`src/rtl/irq_prio_pkg.sv`:
```
// Package: shared constants and helpers for the two-level interrupt
// priority controller. Assumes sources are laid out as external/timer
// pairs followed by a single serial source.
package irq_prio_pkg;

    // Source index names for the default five-source arrangement.
    typedef enum logic [2:0] {
        SRC_EXT0 = 3'd0,
        SRC_TMR0 = 3'd1,
        SRC_EXT1 = 3'd2,
        SRC_TMR1 = 3'd3,
        SRC_SER  = 3'd4
    } irq_src_e;

    // In-service bit positions.
    localparam int unsigned LVL_LO = 0;
    localparam int unsigned LVL_HI = 1;

    // Entry address for a source index, given base and stride.
    function automatic logic [31:0] entry_addr(input int unsigned base,
                                               input int unsigned step,
                                               input int unsigned idx);
        return 32'(base + step * idx);
    endfunction

endpackage

```
`src/rtl/irq_src_flags.sv`:
```
// Module: request front end. It samples the external pins, detects
// falling edges, and holds edge and timer flags until they are acknowledged.
// The serial request is the plain OR of the two done flags. Assumes
// index 2k is external k, 2k+1 is timer k, and the last index is serial.
module irq_src_flags #(
    parameter int unsigned PAIRS = 2,
    localparam int unsigned SRC_N = 2 * PAIRS + 1
) (
    input  logic             clk,
    input  logic             rst_n,
    input  logic [PAIRS-1:0] ext_pin_n,
    input  logic [PAIRS-1:0] ext_edge_mode,
    input  logic [PAIRS-1:0] tmr_ovf,
    input  logic             ser_tx_done,
    input  logic             ser_rx_done,
    input  logic [SRC_N-2:0] clr,
    output logic [SRC_N-1:0] req
);

    for (genvar k = 0; k < PAIRS; k++) begin : g_pair
        logic smp_q;
        logic prv_q;
        logic edge_flag_q;
        logic tmr_flag_q;
        logic fall;

        // Register the pin, and keep the previous sample for edge detection.
        always_ff @(posedge clk) begin
            if (!rst_n) begin
                smp_q <= 1'b1;
                prv_q <= 1'b1;
            end else begin
                smp_q <= ext_pin_n[k];
                prv_q <= smp_q;
            end
        end

        assign fall = prv_q & ~smp_q;

        // Edge flag: a new fall sets it, the acknowledge clears it, level mode holds it low.
        always_ff @(posedge clk) begin
            if (!rst_n) begin
                edge_flag_q <= 1'b0;
            end else if (!ext_edge_mode[k]) begin
                edge_flag_q <= 1'b0;
            end else if (fall) begin
                edge_flag_q <= 1'b1;
            end else if (clr[2*k]) begin
                edge_flag_q <= 1'b0;
            end
        end

        // Timer flag: an overflow sets it, the acknowledge clears it.
        always_ff @(posedge clk) begin
            if (!rst_n) begin
                tmr_flag_q <= 1'b0;
            end else if (tmr_ovf[k]) begin
                tmr_flag_q <= 1'b1;
            end else if (clr[2*k+1]) begin
                tmr_flag_q <= 1'b0;
            end
        end

        assign req[2*k]   = ext_edge_mode[k] ? edge_flag_q : ~smp_q;
        assign req[2*k+1] = tmr_flag_q;

        assert_tmr_ack_clears_R7: assert property (@(posedge clk) disable iff (!rst_n)
            (clr[2*k+1] && !tmr_ovf[k]) |=> !tmr_flag_q);

        assert_edge_ack_clears_R7: assert property (@(posedge clk) disable iff (!rst_n)
            (clr[2*k] && !fall) |=> !edge_flag_q);
    end

    assign req[SRC_N-1] = ser_tx_done | ser_rx_done;

endmodule

```
`src/rtl/irq_arbiter.sv`:
```
// Module: combinational two-class arbiter. It picks the lowest-index
// eligible source in each class, then applies the preemption rule against
// the in-service bits. It grants only at an instruction boundary.
// Assumes in_service[1] is the high class and in_service[0] the low class.
module irq_arbiter #(
    parameter int unsigned SRC_N = 5
) (
    input  logic [SRC_N-1:0] req,
    input  logic [SRC_N-1:0] src_en,
    input  logic             glb_en,
    input  logic [SRC_N-1:0] pri_hi,
    input  logic [1:0]       in_service,
    input  logic             boundary,
    output logic             grant_valid,
    output logic             grant_hi,
    output logic [SRC_N-1:0] grant
);
    import irq_prio_pkg::*;

    logic [SRC_N-1:0] elig;
    logic [SRC_N-1:0] hi_pick;
    logic [SRC_N-1:0] lo_pick;
    logic             hi_any;
    logic             lo_any;
    logic             take_hi;
    logic             take_lo;

    assign elig = req & src_en & {SRC_N{glb_en}};

    // Fixed-order scan: the first eligible source in each class wins.
    always_comb begin
        hi_pick = '0;
        lo_pick = '0;
        hi_any  = 1'b0;
        lo_any  = 1'b0;
        for (int i = 0; i < int'(SRC_N); i++) begin
            if (elig[i] && pri_hi[i] && !hi_any) begin
                hi_pick[i] = 1'b1;
                hi_any     = 1'b1;
            end
            if (elig[i] && !pri_hi[i] && !lo_any) begin
                lo_pick[i] = 1'b1;
                lo_any     = 1'b1;
            end
        end
    end

    // Preemption rule: high needs no high running; low needs nothing running.
    always_comb begin
        take_hi     = hi_any && !in_service[LVL_HI];
        take_lo     = lo_any && !hi_any && (in_service == 2'b00);
        grant_valid = boundary && (take_hi || take_lo);
        grant_hi    = take_hi;
        grant       = !grant_valid ? '0 : (take_hi ? hi_pick : lo_pick);
    end

endmodule

```
`src/rtl/irq_level_track.sv`:
```
// Module: in-service tracker holding one bit per priority class. A grant
// sets the bit of its class. A return pulse clears the high bit if it is set,
// and the low bit otherwise. A return in the grant cycle acts on the prior state.
module irq_level_track (
    input  logic       clk,
    input  logic       rst_n,
    input  logic       set_valid,
    input  logic       set_hi,
    input  logic       reti,
    output logic [1:0] in_service
);
    import irq_prio_pkg::*;

    logic [1:0] after_ret;
    logic [1:0] set_mask;

    // Apply the return first, then the new grant.
    always_comb begin
        after_ret = in_service;
        if (reti) begin
            if (in_service[LVL_HI]) after_ret[LVL_HI] = 1'b0;
            else                    after_ret[LVL_LO] = 1'b0;
        end
        set_mask = '0;
        if (set_valid) set_mask[set_hi ? LVL_HI : LVL_LO] = 1'b1;
    end

    // State register for the class bits.
    always_ff @(posedge clk) begin
        if (!rst_n) in_service <= 2'b00;
        else        in_service <= after_ret | set_mask;
    end

    assert_reti_hi_first_R9: assert property (@(posedge clk) disable iff (!rst_n)
        (reti && in_service[1] && !(set_valid && set_hi)) |=> !in_service[1]);

    assert_reti_keeps_lo_R9: assert property (@(posedge clk) disable iff (!rst_n)
        (reti && in_service == 2'b11) |=> in_service[0]);

endmodule

```
`src/rtl/irq_prio_ctrl.sv`:
```
// Module: top of the two-level interrupt priority controller. It holds the
// enable and priority bytes, wires the request front end, the arbiter and
// the in-service tracker, and registers take, vector and acknowledge.
// Assumes the core holds insn_boundary only where a take is acceptable.
module irq_prio_ctrl #(
    parameter int unsigned PAIRS    = 2,
    parameter int unsigned REG_W    = 8,
    parameter int unsigned GLB_BIT  = 7,
    parameter int unsigned VEC_W    = 16,
    parameter int unsigned VEC_BASE = 3,
    parameter int unsigned VEC_STEP = 8,
    localparam int unsigned SRC_N   = 2 * PAIRS + 1
) (
    input  logic             clk,
    input  logic             rst_n,
    input  logic             ien_wr,
    input  logic [REG_W-1:0] ien_wdata,
    input  logic             ipri_wr,
    input  logic [REG_W-1:0] ipri_wdata,
    output logic [REG_W-1:0] ien_q,
    output logic [REG_W-1:0] ipri_q,
    input  logic [PAIRS-1:0] ext_pin_n,
    input  logic [PAIRS-1:0] ext_edge_mode,
    input  logic [PAIRS-1:0] tmr_ovf,
    input  logic             ser_tx_done,
    input  logic             ser_rx_done,
    input  logic             insn_boundary,
    input  logic             reti,
    output logic             take,
    output logic [VEC_W-1:0] vector,
    output logic [SRC_N-1:0] ack,
    output logic [SRC_N-1:0] pend,
    output logic [1:0]       in_service
);
    import irq_prio_pkg::*;

    localparam logic [REG_W-1:0] SRC_MASK = REG_W'((1 << SRC_N) - 1);
    localparam logic [REG_W-1:0] IEN_MASK = SRC_MASK | (REG_W'(1) << GLB_BIT);

    logic [SRC_N-1:0] req;
    logic [SRC_N-1:0] grant;
    logic             grant_valid;
    logic             grant_hi;
    logic [VEC_W-1:0] vec_next;
    logic             take_q;
    logic [VEC_W-1:0] vec_q;
    logic [SRC_N-1:0] ack_q;

    // Register bytes: write-masked so that unused bits read back as zero.
    always_ff @(posedge clk) begin
        if (!rst_n) begin
            ien_q  <= '0;
            ipri_q <= '0;
        end else begin
            if (ien_wr)  ien_q  <= ien_wdata & IEN_MASK;
            if (ipri_wr) ipri_q <= ipri_wdata & SRC_MASK;
        end
    end

    irq_src_flags #(.PAIRS(PAIRS)) u_flags (
        .clk           (clk),
        .rst_n         (rst_n),
        .ext_pin_n     (ext_pin_n),
        .ext_edge_mode (ext_edge_mode),
        .tmr_ovf       (tmr_ovf),
        .ser_tx_done   (ser_tx_done),
        .ser_rx_done   (ser_rx_done),
        .clr           (grant[SRC_N-2:0]),
        .req           (req)
    );

    irq_arbiter #(.SRC_N(SRC_N)) u_arb (
        .req         (req),
        .src_en      (ien_q[SRC_N-1:0]),
        .glb_en      (ien_q[GLB_BIT]),
        .pri_hi      (ipri_q[SRC_N-1:0]),
        .in_service  (in_service),
        .boundary    (insn_boundary),
        .grant_valid (grant_valid),
        .grant_hi    (grant_hi),
        .grant       (grant)
    );

    irq_level_track u_lvl (
        .clk        (clk),
        .rst_n      (rst_n),
        .set_valid  (grant_valid),
        .set_hi     (grant_hi),
        .reti       (reti),
        .in_service (in_service)
    );

    // Translate the one-hot grant into the handler entry address.
    always_comb begin
        vec_next = '0;
        for (int i = 0; i < int'(SRC_N); i++) begin
            if (grant[i]) vec_next = VEC_W'(entry_addr(VEC_BASE, VEC_STEP, i));
        end
    end

    // Output registers: take and ack pulse, the vector holds its last value.
    always_ff @(posedge clk) begin
        if (!rst_n) begin
            take_q <= 1'b0;
            ack_q  <= '0;
            vec_q  <= '0;
        end else begin
            take_q <= grant_valid;
            ack_q  <= grant;
            if (grant_valid) vec_q <= vec_next;
        end
    end

    assign take   = take_q;
    assign ack    = ack_q;
    assign vector = vec_q;
    assign pend   = req;

    assert_glb_gate_R4: assert property (@(posedge clk) disable iff (!rst_n)
        !ien_q[GLB_BIT] |=> !take_q);

    assert_hi_blocks_all_R9: assert property (@(posedge clk) disable iff (!rst_n)
        in_service[1] |=> !take_q);

    assert_take_at_boundary_R10: assert property (@(posedge clk) disable iff (!rst_n)
        take_q |-> $past(insn_boundary));

    assert_ack_with_take_R7: assert property (@(posedge clk) disable iff (!rst_n)
        take_q |-> ($countones(ack_q) == 1));

    assert_ack_idle_R7: assert property (@(posedge clk) disable iff (!rst_n)
        !take_q |-> (ack_q == '0));

    assert_lo_blocks_lo_R6: assert property (@(posedge clk) disable iff (!rst_n)
        (in_service == 2'b01 && (ipri_q[SRC_N-1:0] == '0)) |=> !take_q);

endmodule

```
`config.mk`:
```
export PLATFORM = sky130hd
export DESIGN_NAME = irq_prio_ctrl
export DESIGN_NICKNAME = d
export VERILOG_FILES = /design/src/rtl/irq_prio_pkg.sv /design/src/rtl/irq_src_flags.sv /design/src/rtl/irq_arbiter.sv /design/src/rtl/irq_level_track.sv /design/src/rtl/irq_prio_ctrl.sv
export SDC_FILE = /design/constraint.sdc
export NUM_CORES = 1
export LEC_CHECK = 0
export BUFFER_PORTS_ARGS = -buffer_cell sky130_fd_sc_hd__buf_4
export CAP_MARGIN = 40
export CORE_MARGIN = 8
export CORE_UTILIZATION = 50
export CTS_CLUSTER_SIZE = 14
export DETAILED_ROUTE_END_ITERATION = 6
export PLACE_DENSITY = 0.87
export SLEW_MARGIN = 25
export SYNTH_ARGS = -nofsm -noshare
export SYNTH_HDL_FRONTEND = slang
export SYNTH_HIERARCHICAL = 1
export SYNTH_SLANG_ARGS = --single-unit
```
`constraint.sdc`:
```
create_clock -name clk -period 4.85 [get_ports clk]
set_input_delay 1.2125 -clock clk [delete_from_list [all_inputs] [get_ports clk]]
set_output_delay 1.2125 -clock clk [all_outputs]
set_load 0.01 [all_outputs]
```
* Word level (Yosys, flattened, before mapping)
Cells that the tools add are included.
Operators by class: magnitude comparators 2, multiplexer cells 41, bitwise logic cells 8, reduce and logical (&&, ||, !) cells 46
Operator list (count):
- 16-bit two-way mux | 4
- 32-bit by 1-bit >= comparator with 1-bit output (second input constant) | 1
- 32-bit by 2-bit less-than comparator with 1-bit output (second input constant) | 1
- 1-bit two-way mux | 31
- 1-bit logical AND | 23
- 1-bit zero test | 15
- 5-bit AND | 2
- 5-bit two-way mux | 2
- 2-bit nonzero test | 4
- 2-bit two-way mux | 3
- 2-bit AND reduction | 2
- 1-bit AND | 2
- 2-bit zero test | 1
- 1-bit inverter | 2
- 2-bit bitwise OR | 1
- 1-bit demux with 1-bit select | 1
- 1-bit logical OR | 1
- 1-bit bitwise OR | 1
Storage, ports and cells: bits in registers 43, output and inout port bits 45, logic and storage cells 111

* Depth between registers and ports, before layout
depth in word-level cells 29, gate-level depth with buffers 10, depth with buffers taken out 10

* Hierarchy
The synthesis kept the hierarchy.
By module, submodules not included:
- irq_prio_ctrl | instances 1, cells an instance 85, area an instance 884.6 µm²
- irq_arbiter | instances 1, cells an instance 46, area an instance 337.8 µm²
- irq_src_flags | instances 1, cells an instance 31, area an instance 311.5 µm²
- irq_level_track | instances 1, cells an instance 9, area an instance 83.8 µm²

* Worst setup path before layout
No wires, ideal clock.
path kind input to register, from input ext_edge_mode[0], to register vec_q[4], in the netlist vector[4], arrival 3096 ps, data required time 4792 ps, setup slack 1696 ps, stages 9, cell sequence mux2i_1 nand3_2 o22a_2 a311oi_2 o31a_1 and3b_1 nor2_1 nor3b_2 o21a_1
On the way: elaborated cells on any way between the ends 48
RTL lines:
- start: declaration | RTL line irq_prio_ctrl.sv:23 | input logic [PAIRS-1:0] ext_edge_mode,
- 1-bit two-way mux (*) | RTL line irq_src_flags.sv:64 | assign req[2*k] = ext_edge_mode[k] ? edge_flag_q : ~smp_q;
- 5-bit AND (*) (2 in series) | RTL line irq_arbiter.sv:28 | assign elig = req & src_en & {SRC_N{glb_en}};
- 1-bit logical AND | RTL line irq_arbiter.sv:37 | if (elig[i] && pri_hi[i] && !hi_any) begin
- 1-bit two-way mux | RTL line irq_arbiter.sv:37
- 1-bit zero test | RTL line irq_arbiter.sv:37
- 1-bit logical AND | RTL line irq_arbiter.sv:37
- 1-bit two-way mux | RTL line irq_arbiter.sv:37
- 1-bit zero test | RTL line irq_arbiter.sv:37
- [... 8 more ...]
- 1-bit zero test | RTL line irq_arbiter.sv:51 | take_lo = lo_any && !hi_any && (in_service == 2'b00);
- 1-bit logical AND (2 in series) | RTL line irq_arbiter.sv:51
- 1-bit logical OR (*) | RTL line irq_arbiter.sv:52 | grant_valid = boundary && (take_hi || take_lo);
- 1-bit logical AND (*) | RTL line irq_arbiter.sv:52
- net grant_valid | RTL line irq_prio_ctrl.sv:42 | logic grant_valid;
- 5-bit two-way mux (*) | RTL line irq_arbiter.sv:54 | grant = !grant_valid ? '0 : (take_hi ? hi_pick : lo_pick);
- net grant[3] | RTL line irq_prio_ctrl.sv:41 | logic [SRC_N-1:0] grant;
- 16-bit two-way mux (*) (2 in series) | RTL line irq_prio_ctrl.sv:97 | if (grant[i]) vec_next = VEC_W'(entry_addr(VEC_BASE, VEC_STEP, i));
- end signal: assignment | RTL line irq_prio_ctrl.sv:110 | if (grant_valid) vec_q <= vec_next;
- end: declaration | RTL line irq_prio_ctrl.sv:46 | logic [VEC_W-1:0] vec_q;
Mark *: on every way through the listed nets, which the timed path passes. The rest lies on a longest branch. A chain may end at the register's enable or synchronous reset.

* Worst setup path after layout
Same ends and word-level chain as after synthesis.

==> reports/qor.txt <==
DRT Wirelength -> 3630 microns
Clock Tree Root -> clkbuf_4
DR iter-0 viols -> 56
PostCTS Resize Cnt -> 0
Hold Startpoint -> u_flags/g_pair[0].prv_q
Synth area leaders -> dfxtp_1 (38%), buf_4 (9.7%), mux2i_1 (8.7%)
initial antenna violation count -> 0
Worst Path Max Fanout -> 11
sum of negative setup slack -> 0 ns
Main synth FF type -> dfxtp_1
CTS Buf Count -> 5
asr flop ratio synth -> 0
number of H-tree levels -> 2
CTS tree -> done
Peak VDD IR -> 160 uV
count leader, synth -> dfxtp_1
vias per inst -> 4.99
reg2reg setup slack -> 2.33 ns
die width -> 72.9 microns
FF+latch count, synth -> 31
Synth Area per Inst -> 9.46 sq um
DRT Pass-1 Iters -> 4
clock buffer depth -> 2
pin count of the biggest net entering global routing -> 34
Die ar. -> 0.00531 sq mm
share of the synthesized area in the top cell type -> 0.384
Initial Utilization -> 0.526
layout cells sized above 1 -> 0.339
DIE HEIGHT -> 72.9 microns
YS warnings -> 6
number of global-route vias before repair -> 1277
multi-input logic area -> 851 sq um
Filler cells -> 288
Port Buffers -> 53
Commonest cells post-synth -> dfxtp_1 (31), buf_4 (21), nor2b_1 (16)
R2R depth -> 10
Critical Path Max Stage Delay -> 0.39 ns
RSZ-0062 raised after global routing -> false
Power Dens Cells -> 255 mW/mm^2
Post-synth EDFFs -> 0
CTS clk-pin slew, worst paths -> 0.09 ns
critical path cell sequence -> buf_4, mux2i_1, nand3_2, o22a_2, a311oi_2, o31a_1, and3b_1, nor2_1, nor3b_2, o21a_1
worst setup margin -> 1.69 ns
# rows -> 20
Tcrit/Tclk final -> 0.651
wire per inst -> 13.7 microns
setup violators final -> 0
RR Startpoint -> u_flags/g_pair[0].edge_flag_q
Placed Cells -> 257
io pins -> 75
via count -> 1322
synth unique cells -> 42
Hold Path Class -> reg2reg
number of max-cap violations -> 0
CP Class -> in2reg
CTS Sinks -> 31
Worst Path Arrival -> 3.44 ns
DRT antenna net count -> 0
slowest CP cell -> o31a_1
largest area contributor in the netlist -> dfxtp_1
cells after synthesis -> 171
nets@finish -> 250
Worst setup SP type -> input pin
Seq/Total Area, Yosys -> 0.384
hold path endpoint -> u_flags/g_pair[0].edge_flag_q
Post-Layout Cell Count -> 265
WP data required -> 5.13 ns
min cycle time layout -> 3.16 ns
r2r endpoint -> vector[4]
Congestion Overflow GR -> 0
Final GP Congestion -> 0.859
hold depth -> 2
Max Freq -> 0.317 GHz
Ant. Diodes -> 0
Placement Setup Slack -> 1.36 ns
clock skew -> 0.00498 ns
Pleak -> 0.879 nW
status -> completed
CP Capture Type -> register
post-CTS setup buffers -> 0
DRC violations left -> 0
register area -> 621 sq um
all-layer global routing usage -> 0.141
Max-Slew Margin vs Limit -> 0.660
worst slew pin tran -> 0.508 ns
final hold slack -> 0.463 ns
DP Wirelength -> 2830 microns
Final Core Density -> 0.652
endpoints failing hold -> 0
total core area -> 0.00308 sq mm
worst-skew pair later-pin latency -> 0.33 ns
pins over their slew limit -> 0
Syn Std Cell Area -> 0.00162 sq mm
hold_buf cts -> 0
first-pass GRT wire length -> 5780 microns
Critical path buffers and inverters -> 1
family with the most delay on the worst path -> compound AO/OA/AOI/OAI gates
synth-to-layout area growth -> 24.1%
## worst max-delay path by stage
| stage | startpoint | to | slack, ns | depth (start not counted) |
|---|---|---|---|---|
| after floorplan | ext_edge_mode[0] | vector[4] | 1.70 | 9 |
| after detailed placement | ext_edge_mode[0] | vector[4] | 1.36 | 10 |
| after global routing | ext_edge_mode[0] | vector[4] | 1.56 | 10 |
| after global placement | ext_edge_mode[0] | vector[4] | 1.38 | 10 |
| after CTS | ext_edge_mode[0] | vector[4] | 1.71 | 10 |
| final | ext_edge_mode[0] | vector[4] | 1.69 | 10 |
## cell type report
type                    instances  share of cell area
multi-input cells             125               0.424
flip-flops and latches         31               0.309
inverters                       4             0.00748
repair buffers                 53               0.198
well taps                      44              0.0274
clock buffers                   8              0.0343
## metrics by stage
step / cell area (sq um) / total power, mW
after floorplan: 1670 / 0.327
after global placement: 1940 / 0.348
after detailed placement: 1940 / 0.350
after CTS: 2010 / 0.521
after global routing: 2010 / 0.538
final: 2010 / 0.511
## routing by layer
metal	vias up	routed length (microns)	GRT usage
li1	657	-	-
met1	601	1620	0.159
met2	57	1600	0.220
met3	7	323	0.0467
met4	0	88	0.0933
met5	-	0	0
## tightest hold or removal path: cells and delay by family, from the launching register on
family / cells / cell delay (ns)
DFF: 1 / 0.31
and+or+nand+nor: 1 / 0.07
AOI/OAI and AO/OA: 1 / 0.05
## power by group
| part | switching [mW] | leakage (nW) | internal [mW] |
|---|---|---|---|
| logic | 0.0316 | 0.586 | 0.0376 |
| clock network | 0.0824 | 0.0386 | 0.0852 |
| registers | 0.0108 | 0.254 | 0.264 |
| total | 0.125 | 0.879 | 0.387 |
## flip-flops by register name, summed over array words and instances, names as in the netlist
signal / cells
vector: 4
u_flags/g_pair.edge_flag_q: 2
take: 1
u_flags/g_pair.prv_q: 2
u_flags/g_pair.smp_q: 2
u_lvl/in_service: 2
ipri_q: 5
u_flags/g_pair.tmr_flag_q: 2
ien_q: 6
ack: 5
## cell usage in the layout (no fill, tap or decap), types with 2 or more instances in the layout
master	Yosys	routed
inv_1	4	4
dfxtp_1	31	31
buf_4	21	53
a21oi_1	4	4
nor3_1	3	3
nor2_1	2	2
or2_2	2	2
o21ai_0	4	4
nand2b_1	9	9
and2_1	5	5
nand3b_1	3	3
nor2b_1	16	16
nand4_1	3	3
nand2_1	8	8
nand4b_1	3	3
clkbuf_4	0	5
mux2i_1	14	14
a21oi_2	3	3
a31oi_1	2	2
conb_1	1	16
a21boi_2	2	2
o2111ai_1	3	3
clkbuf_8	0	2
nand3_1	3	3
o21a_1	4	4
## cells by family (layout without fill, tap and decap cells)
group | count (synthesis) | in the layout | synth area share
other | 1 | 16 | 0.00232
muxes | 14 | 14 | 0.0866
buffers and inverters | 30 | 65 | 0.125
and+or+nand+nor | 67 | 67 | 0.270
AOI/OAI and AO/OA | 28 | 28 | 0.132
DFF | 31 | 31 | 0.384
(Power assumes the default switching activity.)
